**src/rtl/imem_tport_pkg.sv**
```systemverilog
// Package: shared sizes and the sequencer state type.
// Assumes the data path is a whole number of 32-bit halves.
package imem_tport_pkg;
    localparam int HALF_W = 32;

    typedef enum logic [2:0] {
        ST_IDLE,
        ST_LOAD,
        ST_SYNC_A,
        ST_ISSUE,
        ST_SYNC_B,
        ST_CLEAR
    } seq_state_e;
endpackage

```
**src/rtl/imem_tport_cmd_build.sv**
```systemverilog
// Command builder: spreads a byte address over the command fields and adds the fixed flags.
// Assumes ADDR_W >= 16 and CMD_W >= 39; address bits 2:0 are not used.
module imem_tport_cmd_build #(
    parameter int ADDR_W = 32,
    parameter int CMD_W  = 40
) (
    input  logic [ADDR_W-1:0] addr,
    input  logic              is_write,
    output logic [CMD_W-1:0]  cmd
);
    localparam int BANK_BIT  = 38;
    localparam int HI15_BIT  = 23;
    localparam int A11_BIT   = 26;
    localparam int A13_LO    = 16;
    localparam int INSTR_BIT = 24;
    localparam int ARRAY_BIT = 2;
    localparam int OP_BIT    = 1;

    // Place each address field and flag in its command position.
    always_comb begin
        cmd                  = '0;
        cmd[14]              = addr[14];
        cmd[10:3]            = addr[10:3];
        cmd[BANK_BIT]        = addr[15];
        cmd[HI15_BIT]        = addr[15];
        cmd[A11_BIT]         = addr[11];
        cmd[A13_LO+1:A13_LO] = addr[13:12];
        cmd[INSTR_BIT]       = 1'b1;
        cmd[ARRAY_BIT]       = 1'b1;
        cmd[OP_BIT]          = is_write;
    end
endmodule

```
**src/rtl/imem_tport_regs.sv**
```systemverilog
// Register model of the test port: one command register and DATA_W/32 data registers.
// Data registers load from the request or capture the array word; they never do both in one cycle.
module imem_tport_regs
    import imem_tport_pkg::*;
#(
    parameter int DATA_W = 64,
    parameter int CMD_W  = 40
) (
    input  logic              clk,
    input  logic              rst_n,
    input  logic              cmd_set,
    input  logic              cmd_clr,
    input  logic [CMD_W-1:0]  cmd_in,
    input  logic              data_ld,
    input  logic              data_cap,
    input  logic [DATA_W-1:0] wdata,
    input  logic [DATA_W-1:0] arr_rdata,
    output logic [CMD_W-1:0]  cmd_q,
    output logic [DATA_W-1:0] data_q
);
    localparam int HALVES = DATA_W / HALF_W;

    // Command register: written on issue, returned to zero on clear.
    always_ff @(posedge clk) begin
        if (!rst_n)       cmd_q <= '0;
        else if (cmd_clr) cmd_q <= '0;
        else if (cmd_set) cmd_q <= cmd_in;
    end

    for (genvar g = 0; g < HALVES; g++) begin : g_half
        // One 32-bit data register: load from the request or capture the array.
        always_ff @(posedge clk) begin
            if (!rst_n)
                data_q[g*HALF_W +: HALF_W] <= '0;
            else if (data_ld)
                data_q[g*HALF_W +: HALF_W] <= wdata[g*HALF_W +: HALF_W];
            else if (data_cap)
                data_q[g*HALF_W +: HALF_W] <= arr_rdata[g*HALF_W +: HALF_W];
        end
    end
endmodule

```
**src/rtl/imem_tport_fsm.sv**
```systemverilog
// Sequencer: takes a request when idle, orders the data and command accesses with
// a settling cycle between them, clears the command and pulses done.
// Assumes the array answers a read command within one cycle.
module imem_tport_fsm
    import imem_tport_pkg::*;
#(
    parameter int          ADDR_W     = 32,
    parameter int          DATA_W     = 64,
    parameter logic [31:0] REGION_END = 32'h0001_0000
) (
    input  logic              clk,
    input  logic              rst_n,
    input  logic              req_valid,
    input  logic              req_write,
    input  logic [ADDR_W-1:0] req_addr,
    input  logic [DATA_W-1:0] req_wdata,
    input  logic [DATA_W-1:0] data_q,
    output logic              busy,
    output logic              done,
    output logic [DATA_W-1:0] rd_data,
    output logic [ADDR_W-1:0] addr_q,
    output logic              wr_q,
    output logic [DATA_W-1:0] wdata_q,
    output logic              cmd_set,
    output logic              cmd_clr,
    output logic              data_ld,
    output logic              data_cap
);
    seq_state_e state;
    logic       accept;
    logic       in_range;

    assign accept   = req_valid && (state == ST_IDLE);
    assign in_range = ({{32{1'b0}}, req_addr} < {{ADDR_W{1'b0}}, REGION_END});
    assign busy     = (state != ST_IDLE);
    assign data_ld  = (state == ST_LOAD);
    assign cmd_set  = (state == ST_ISSUE);
    assign data_cap = (state == ST_SYNC_B) && !wr_q;
    assign cmd_clr  = (state == ST_CLEAR);

    // Step through the access sequence for the latched request.
    always_ff @(posedge clk) begin
        if (!rst_n) begin
            state <= ST_IDLE;
        end else begin
            case (state)
                ST_IDLE:   if (accept && in_range) state <= req_write ? ST_LOAD : ST_ISSUE;
                ST_LOAD:   state <= ST_SYNC_A;
                ST_SYNC_A: state <= ST_ISSUE;
                ST_ISSUE:  state <= ST_SYNC_B;
                ST_SYNC_B: state <= ST_CLEAR;
                default:   state <= ST_IDLE;
            endcase
        end
    end

    // Hold the accepted request for the length of the sequence.
    always_ff @(posedge clk) begin
        if (!rst_n) begin
            addr_q  <= '0;
            wr_q    <= 1'b0;
            wdata_q <= '0;
        end else if (accept) begin
            addr_q  <= req_addr;
            wr_q    <= req_write;
            wdata_q <= req_wdata;
        end
    end

    // Raise done and update the read result when a request finishes.
    always_ff @(posedge clk) begin
        if (!rst_n) begin
            done    <= 1'b0;
            rd_data <= '0;
        end else begin
            done <= 1'b0;
            if (accept && !in_range) begin
                done <= 1'b1;
                if (!req_write) rd_data <= '0;
            end else if (state == ST_CLEAR) begin
                done <= 1'b1;
                if (!wr_q) rd_data <= data_q;
            end
        end
    end
endmodule

```
**src/rtl/imem_tport_seq.sv**
```systemverilog
// Top: indirect test-port word access sequencer. Joins the command builder,
// the register model and the sequencer; the array sits outside on tp_* ports.
module imem_tport_seq
    import imem_tport_pkg::*;
#(
    parameter int          ADDR_W     = 32,
    parameter int          DATA_W     = 64,
    parameter int          CMD_W      = 40,
    parameter logic [31:0] REGION_END = 32'h0001_0000
) (
    input  logic              clk,
    input  logic              rst_n,
    input  logic              req_valid,
    input  logic              req_write,
    input  logic [ADDR_W-1:0] req_addr,
    input  logic [DATA_W-1:0] req_wdata,
    output logic              busy,
    output logic              done,
    output logic [DATA_W-1:0] rd_data,
    output logic [CMD_W-1:0]  tp_cmd,
    output logic [DATA_W-1:0] tp_data_out,
    input  logic [DATA_W-1:0] tp_rd_data
);
    logic [ADDR_W-1:0] addr_q;
    logic              wr_q;
    logic [DATA_W-1:0] wdata_q;
    logic              cmd_set, cmd_clr, data_ld, data_cap;
    logic [CMD_W-1:0]  cmd_word;

    imem_tport_fsm #(
        .ADDR_W(ADDR_W), .DATA_W(DATA_W), .REGION_END(REGION_END)
    ) u_fsm (
        .clk(clk), .rst_n(rst_n),
        .req_valid(req_valid), .req_write(req_write),
        .req_addr(req_addr), .req_wdata(req_wdata),
        .data_q(tp_data_out),
        .busy(busy), .done(done), .rd_data(rd_data),
        .addr_q(addr_q), .wr_q(wr_q), .wdata_q(wdata_q),
        .cmd_set(cmd_set), .cmd_clr(cmd_clr),
        .data_ld(data_ld), .data_cap(data_cap)
    );

    imem_tport_cmd_build #(.ADDR_W(ADDR_W), .CMD_W(CMD_W)) u_cmd (
        .addr(addr_q), .is_write(wr_q), .cmd(cmd_word)
    );

    imem_tport_regs #(.DATA_W(DATA_W), .CMD_W(CMD_W)) u_regs (
        .clk(clk), .rst_n(rst_n),
        .cmd_set(cmd_set), .cmd_clr(cmd_clr), .cmd_in(cmd_word),
        .data_ld(data_ld), .data_cap(data_cap),
        .wdata(wdata_q), .arr_rdata(tp_rd_data),
        .cmd_q(tp_cmd), .data_q(tp_data_out)
    );
endmodule

```
**config.mk**
```make
export PLATFORM = sky130hd
export DESIGN_NAME = imem_tport_seq
export DESIGN_NICKNAME = d
export VERILOG_FILES = /design/src/rtl/imem_tport_pkg.sv /design/src/rtl/imem_tport_cmd_build.sv /design/src/rtl/imem_tport_regs.sv /design/src/rtl/imem_tport_fsm.sv /design/src/rtl/imem_tport_seq.sv
export SDC_FILE = /design/constraint.sdc
export NUM_CORES = 1
export LEC_CHECK = 0
export BUFFER_PORTS_ARGS = -buffer_cell sky130_fd_sc_hd__buf_4
export CORE_MARGIN = 3
export CORE_UTILIZATION = 35
export DETAILED_ROUTE_END_ITERATION = 7
export GPL_TIMING_DRIVEN = 1
export SETUP_SLACK_MARGIN = 0.02
export SYNTH_ARGS = -nofsm -noshare
export SYNTH_HDL_FRONTEND = slang
export SYNTH_SLANG_ARGS = --single-unit
```
**constraint.sdc**
```tcl
create_clock -name clk -period 2.3 [get_ports clk]
set_input_delay 0.46 -clock clk [delete_from_list [all_inputs] [get_ports clk]]
set_output_delay 0.46 -clock clk [all_outputs]
set_load 0.05 [all_outputs]
```
==> impl_metrics.tcl <==
set metrics [dict create \
    drv_cap 0 \
    tightest_slew_ps 789 \
    via_per_inst 4.85 \
    finClkSkew_ps 8.20 \
    power.total_w 0.00914 \
    startpoint_type "flip-flop" \
    seq_area_frac_synth_pct 54.3 \
    num_rows 55 \
    whs_path_depth 3 \
    synthDistinctLibCells 32 \
    hp-class "input pin to flip-flop" \
    gr-max-usage-layer "met2" \
    fin_nets 1398 \
    pre_cts_ws_ps 230 \
    post-cts-setup-buffers 0 \
    worstPathArrival_ps 1630 \
    drt_first_pass_iters 5 \
    dpl.hpwl_microns 17200 \
    grt_max_degree 76 \
    grt_pass1_vias 7222 \
    die-height_microns 160 \
    start_util_pct 36.1 \
    min-delay-start "req_wdata[55]" \
    reg2reg_from "u_fsm.state[1]" \
    fin_ws_ps 207 \
    grtUsageMet2_pct 31.9 \
    p_leak_nw 5.16 \
    cts-buffers-inserted 26 \
    crit_top_cell "buf_4" \
    r2r_slack_ps 350 \
    clock_sinks 225 \
    cp_num_buf_inv 4 \
    final_cell_mix "buf_4, nand2_1, dfxtp_1, a21oi_1" \
    final_core_util_pct 50.8 \
    crit_chain "buf_4, nor3_2, buf_4, inv_1, buf_4" \
    hold_end "u_fsm.wdata_q[55]" \
    pwr-share-comb_pct 6.3 \
    dr.first_iter.drc_count 430 \
    drv_slew 0 \
    wl_microns 25600 \
    drive_gt1_share_pct 30.9 \
    antenna_found_initial 0 \
    ys_warn_count 0 \
    cellPowerDensity_nw_per_um2 783 \
    pwr-share-clk_pct 49.7 \
    htreeDepth 1 \
    met3_usage_pct 4.88 \
    portBuffers 307 \
    clockBufferDepth 3 \
    die_w_microns 160 \
    core-area_sq_um 23000 \
    cts_tree "built" \
    p_int_w 0.00716 \
    cp_max_fo 10 \
    avgSynthCellArea_sq_um 8.60 \
    cp.required_ps 1840 \
    worst_path_largest_cell_delay_ps 330 \
    drc 0 \
    io_pins 334 \
    setup_viol 0 \
    ys_seq_elements 225 \
    cts.clk_slew.worst_paths_ps 60 \
    vdd_ir_drop_max_mv 0.457 \
    reg2reg_to "u_regs.data_q[9]" \
    slew-limit-headroom_pct 47.4 \
    wl_per_cell_microns 16.3 \
    diodes 0 \
    gp_congestion 0.770 \
    antenna_left 0 \
    grt_pass1_wl_microns 39900 \
    seq_power_share_pct 43.9 \
    cpMaxStageDelayCell "dfxtp_1" \
    switching_share_pct 21.7 \
    timing.fmax_mhz 478 \
    dieArea_sq_um 25600 \
    worstSetupPathType "flip-flop to primary output" \
    area_growth_pct 40.8 \
    netlist_area_sq_um 8290 \
    hold_violations 0 \
    finalSetupTns_ps 0 \
    finalCritPeriodShare_pct 91.0 \
    use_met1_pct 23.8 \
    num_vias 7596 \
    clk_latency_ps 510 \
    period_needed_ps 2090 \
    postSynthCellCount 964 \
    final_common_cell "buf_4" \
    grt_usage_pct 18.8 \
    r2r_cells 4 \
    clockRootBuffer "clkbuf_16" \
    grt_setup_unrepaired "no" \
    cpLargestDelayFamily "buffers and inverters" \
    grt_overflow_total 0 \
    outcome "finished, final reports clean" \
    switching_power_w 0.00198 \
    end_kind "primary output" \
]
flip-flops by register name, summed over array words and instances (netlist names):
| signal | flops |
|---|---|
| u_fsm.addr_q | 13 |
| u_fsm.rd_data | 64 |
| u_fsm.wr_q | 1 |
| u_fsm.wdata_q | 64 |
| u_fsm.state | 3 |
| u_regs.data_q | 64 |
| u_fsm.done | 1 |
| u_regs.cmd_q | 15 |
logic make-up (layout without fill, tap and decap cells):
family	Yosys count	in the layout	share of synthesized area, %
simple gates	340	340	16.6
compound gates	291	291	21.8
flops	225	225	54.3
buf+inv	107	374	7.23
other cells	1	23	0.0452
worst max-delay path by stage:
stage / startpoint / to / cells after the start
finish: u_fsm.state[2] / busy / 5
global route: u_fsm.state[2] / busy / 5
CTS: u_fsm.state[2] / busy / 5
detailed placement: req_addr[30] / u_fsm.rd_data[42] / 6
global placement: req_addr[30] / u_fsm.rd_data[28] / 6
floorplan: req_addr[21] / u_fsm.rd_data[16] / 5
worst reg2reg max path: stages, from the launching register on:
cell and delay [ps]:
dfxtp_1 610, or3b_2 250, buf_4 570, nand2_1 260, a31oi_1 180
what timing repair did:
| action | in CTS | in global routing |
|---|---|---|
| hold buffers | 0 | 0 |
| gates resized for setup | 0 | 1 |
| endpoints found under the hold margin | 0 | 0 |
| endpoints found under the setup margin | 0 | 1 |
power groups by stage:
stage          clock [W]  combinational [W]  sequential (W)
6_report         0.00454           0.000579         0.00402
5_1_grt          0.00480           0.000638         0.00402
4_1_cts          0.00465           0.000586         0.00402
3_5_place_dp           0           0.000586         0.00410
3_3_place_gp           0           0.000581         0.00410
2_1_floorplan          0           0.000339         0.00410
per-stage QoR:
step / cells / hold WS, ps / area, sq um
floorplan: 986 / 432 / 8380
global placement: 1519 / 437 / 10700
detailed placement: 1519 / 446 / 10700
CTS: 1566 / 162 / 11700
global route: 1566 / 167 / 11700
finish: 1566 / 188 / 11700
routing by layer:
layer / wire (microns) / up-vias
met3: 1800 / 42
met4: 633 / 0
met2: 12100 / 255
met1: 11100 / 3503
met5: 0 / -
li1: - / 3796
cells in the mapped netlist, drive strengths merged:
| library cell | n | share of area, % |
|---|---|---|
| a2111oi | 1 | 0.11 |
| a211oi | 2 | 0.18 |
| a21oi | 94 | 5.7 |
| a22o | 64 | 6.8 |
| a311oi | 1 | 0.32 |
| a31oi | 64 | 4.8 |
| and2 | 1 | 0.075 |
| and4 | 1 | 0.12 |
| buf | 61 | 5.1 |
| clkbuf | 44 | 2.0 |
| conb | 1 | 0.045 |
| dfxtp | 225 | 54 |
| inv | 2 | 0.091 |
| nand2 | 317 | 14 |
| nand3 | 1 | 0.060 |
| nand3b | 2 | 0.18 |
| nand4 | 1 | 0.075 |
| nor2 | 5 | 0.23 |
| nor3 | 2 | 0.12 |
| nor3b | 2 | 0.24 |
| nor4 | 5 | 0.86 |
| o21ai | 65 | 3.9 |
| or2 | 1 | 0.075 |
| or3b | 1 | 0.11 |
| or4b | 1 | 0.12 |
layout make-up:
| type | instances | area [sq um] |
|---|---|---|
| well taps | 313 | 392 |
| repair buffers | 325 | 2500 |
| clock buffers | 36 | 779 |
| multi-input cells | 654 | 3300 |
| flip-flops and latches | 225 | 4500 |
| fillers | 2299 | 11300 |
| clock inverters | 11 | 189 |
| inverters | 2 | 8.76 |
(Power assumes the default switching activity.)
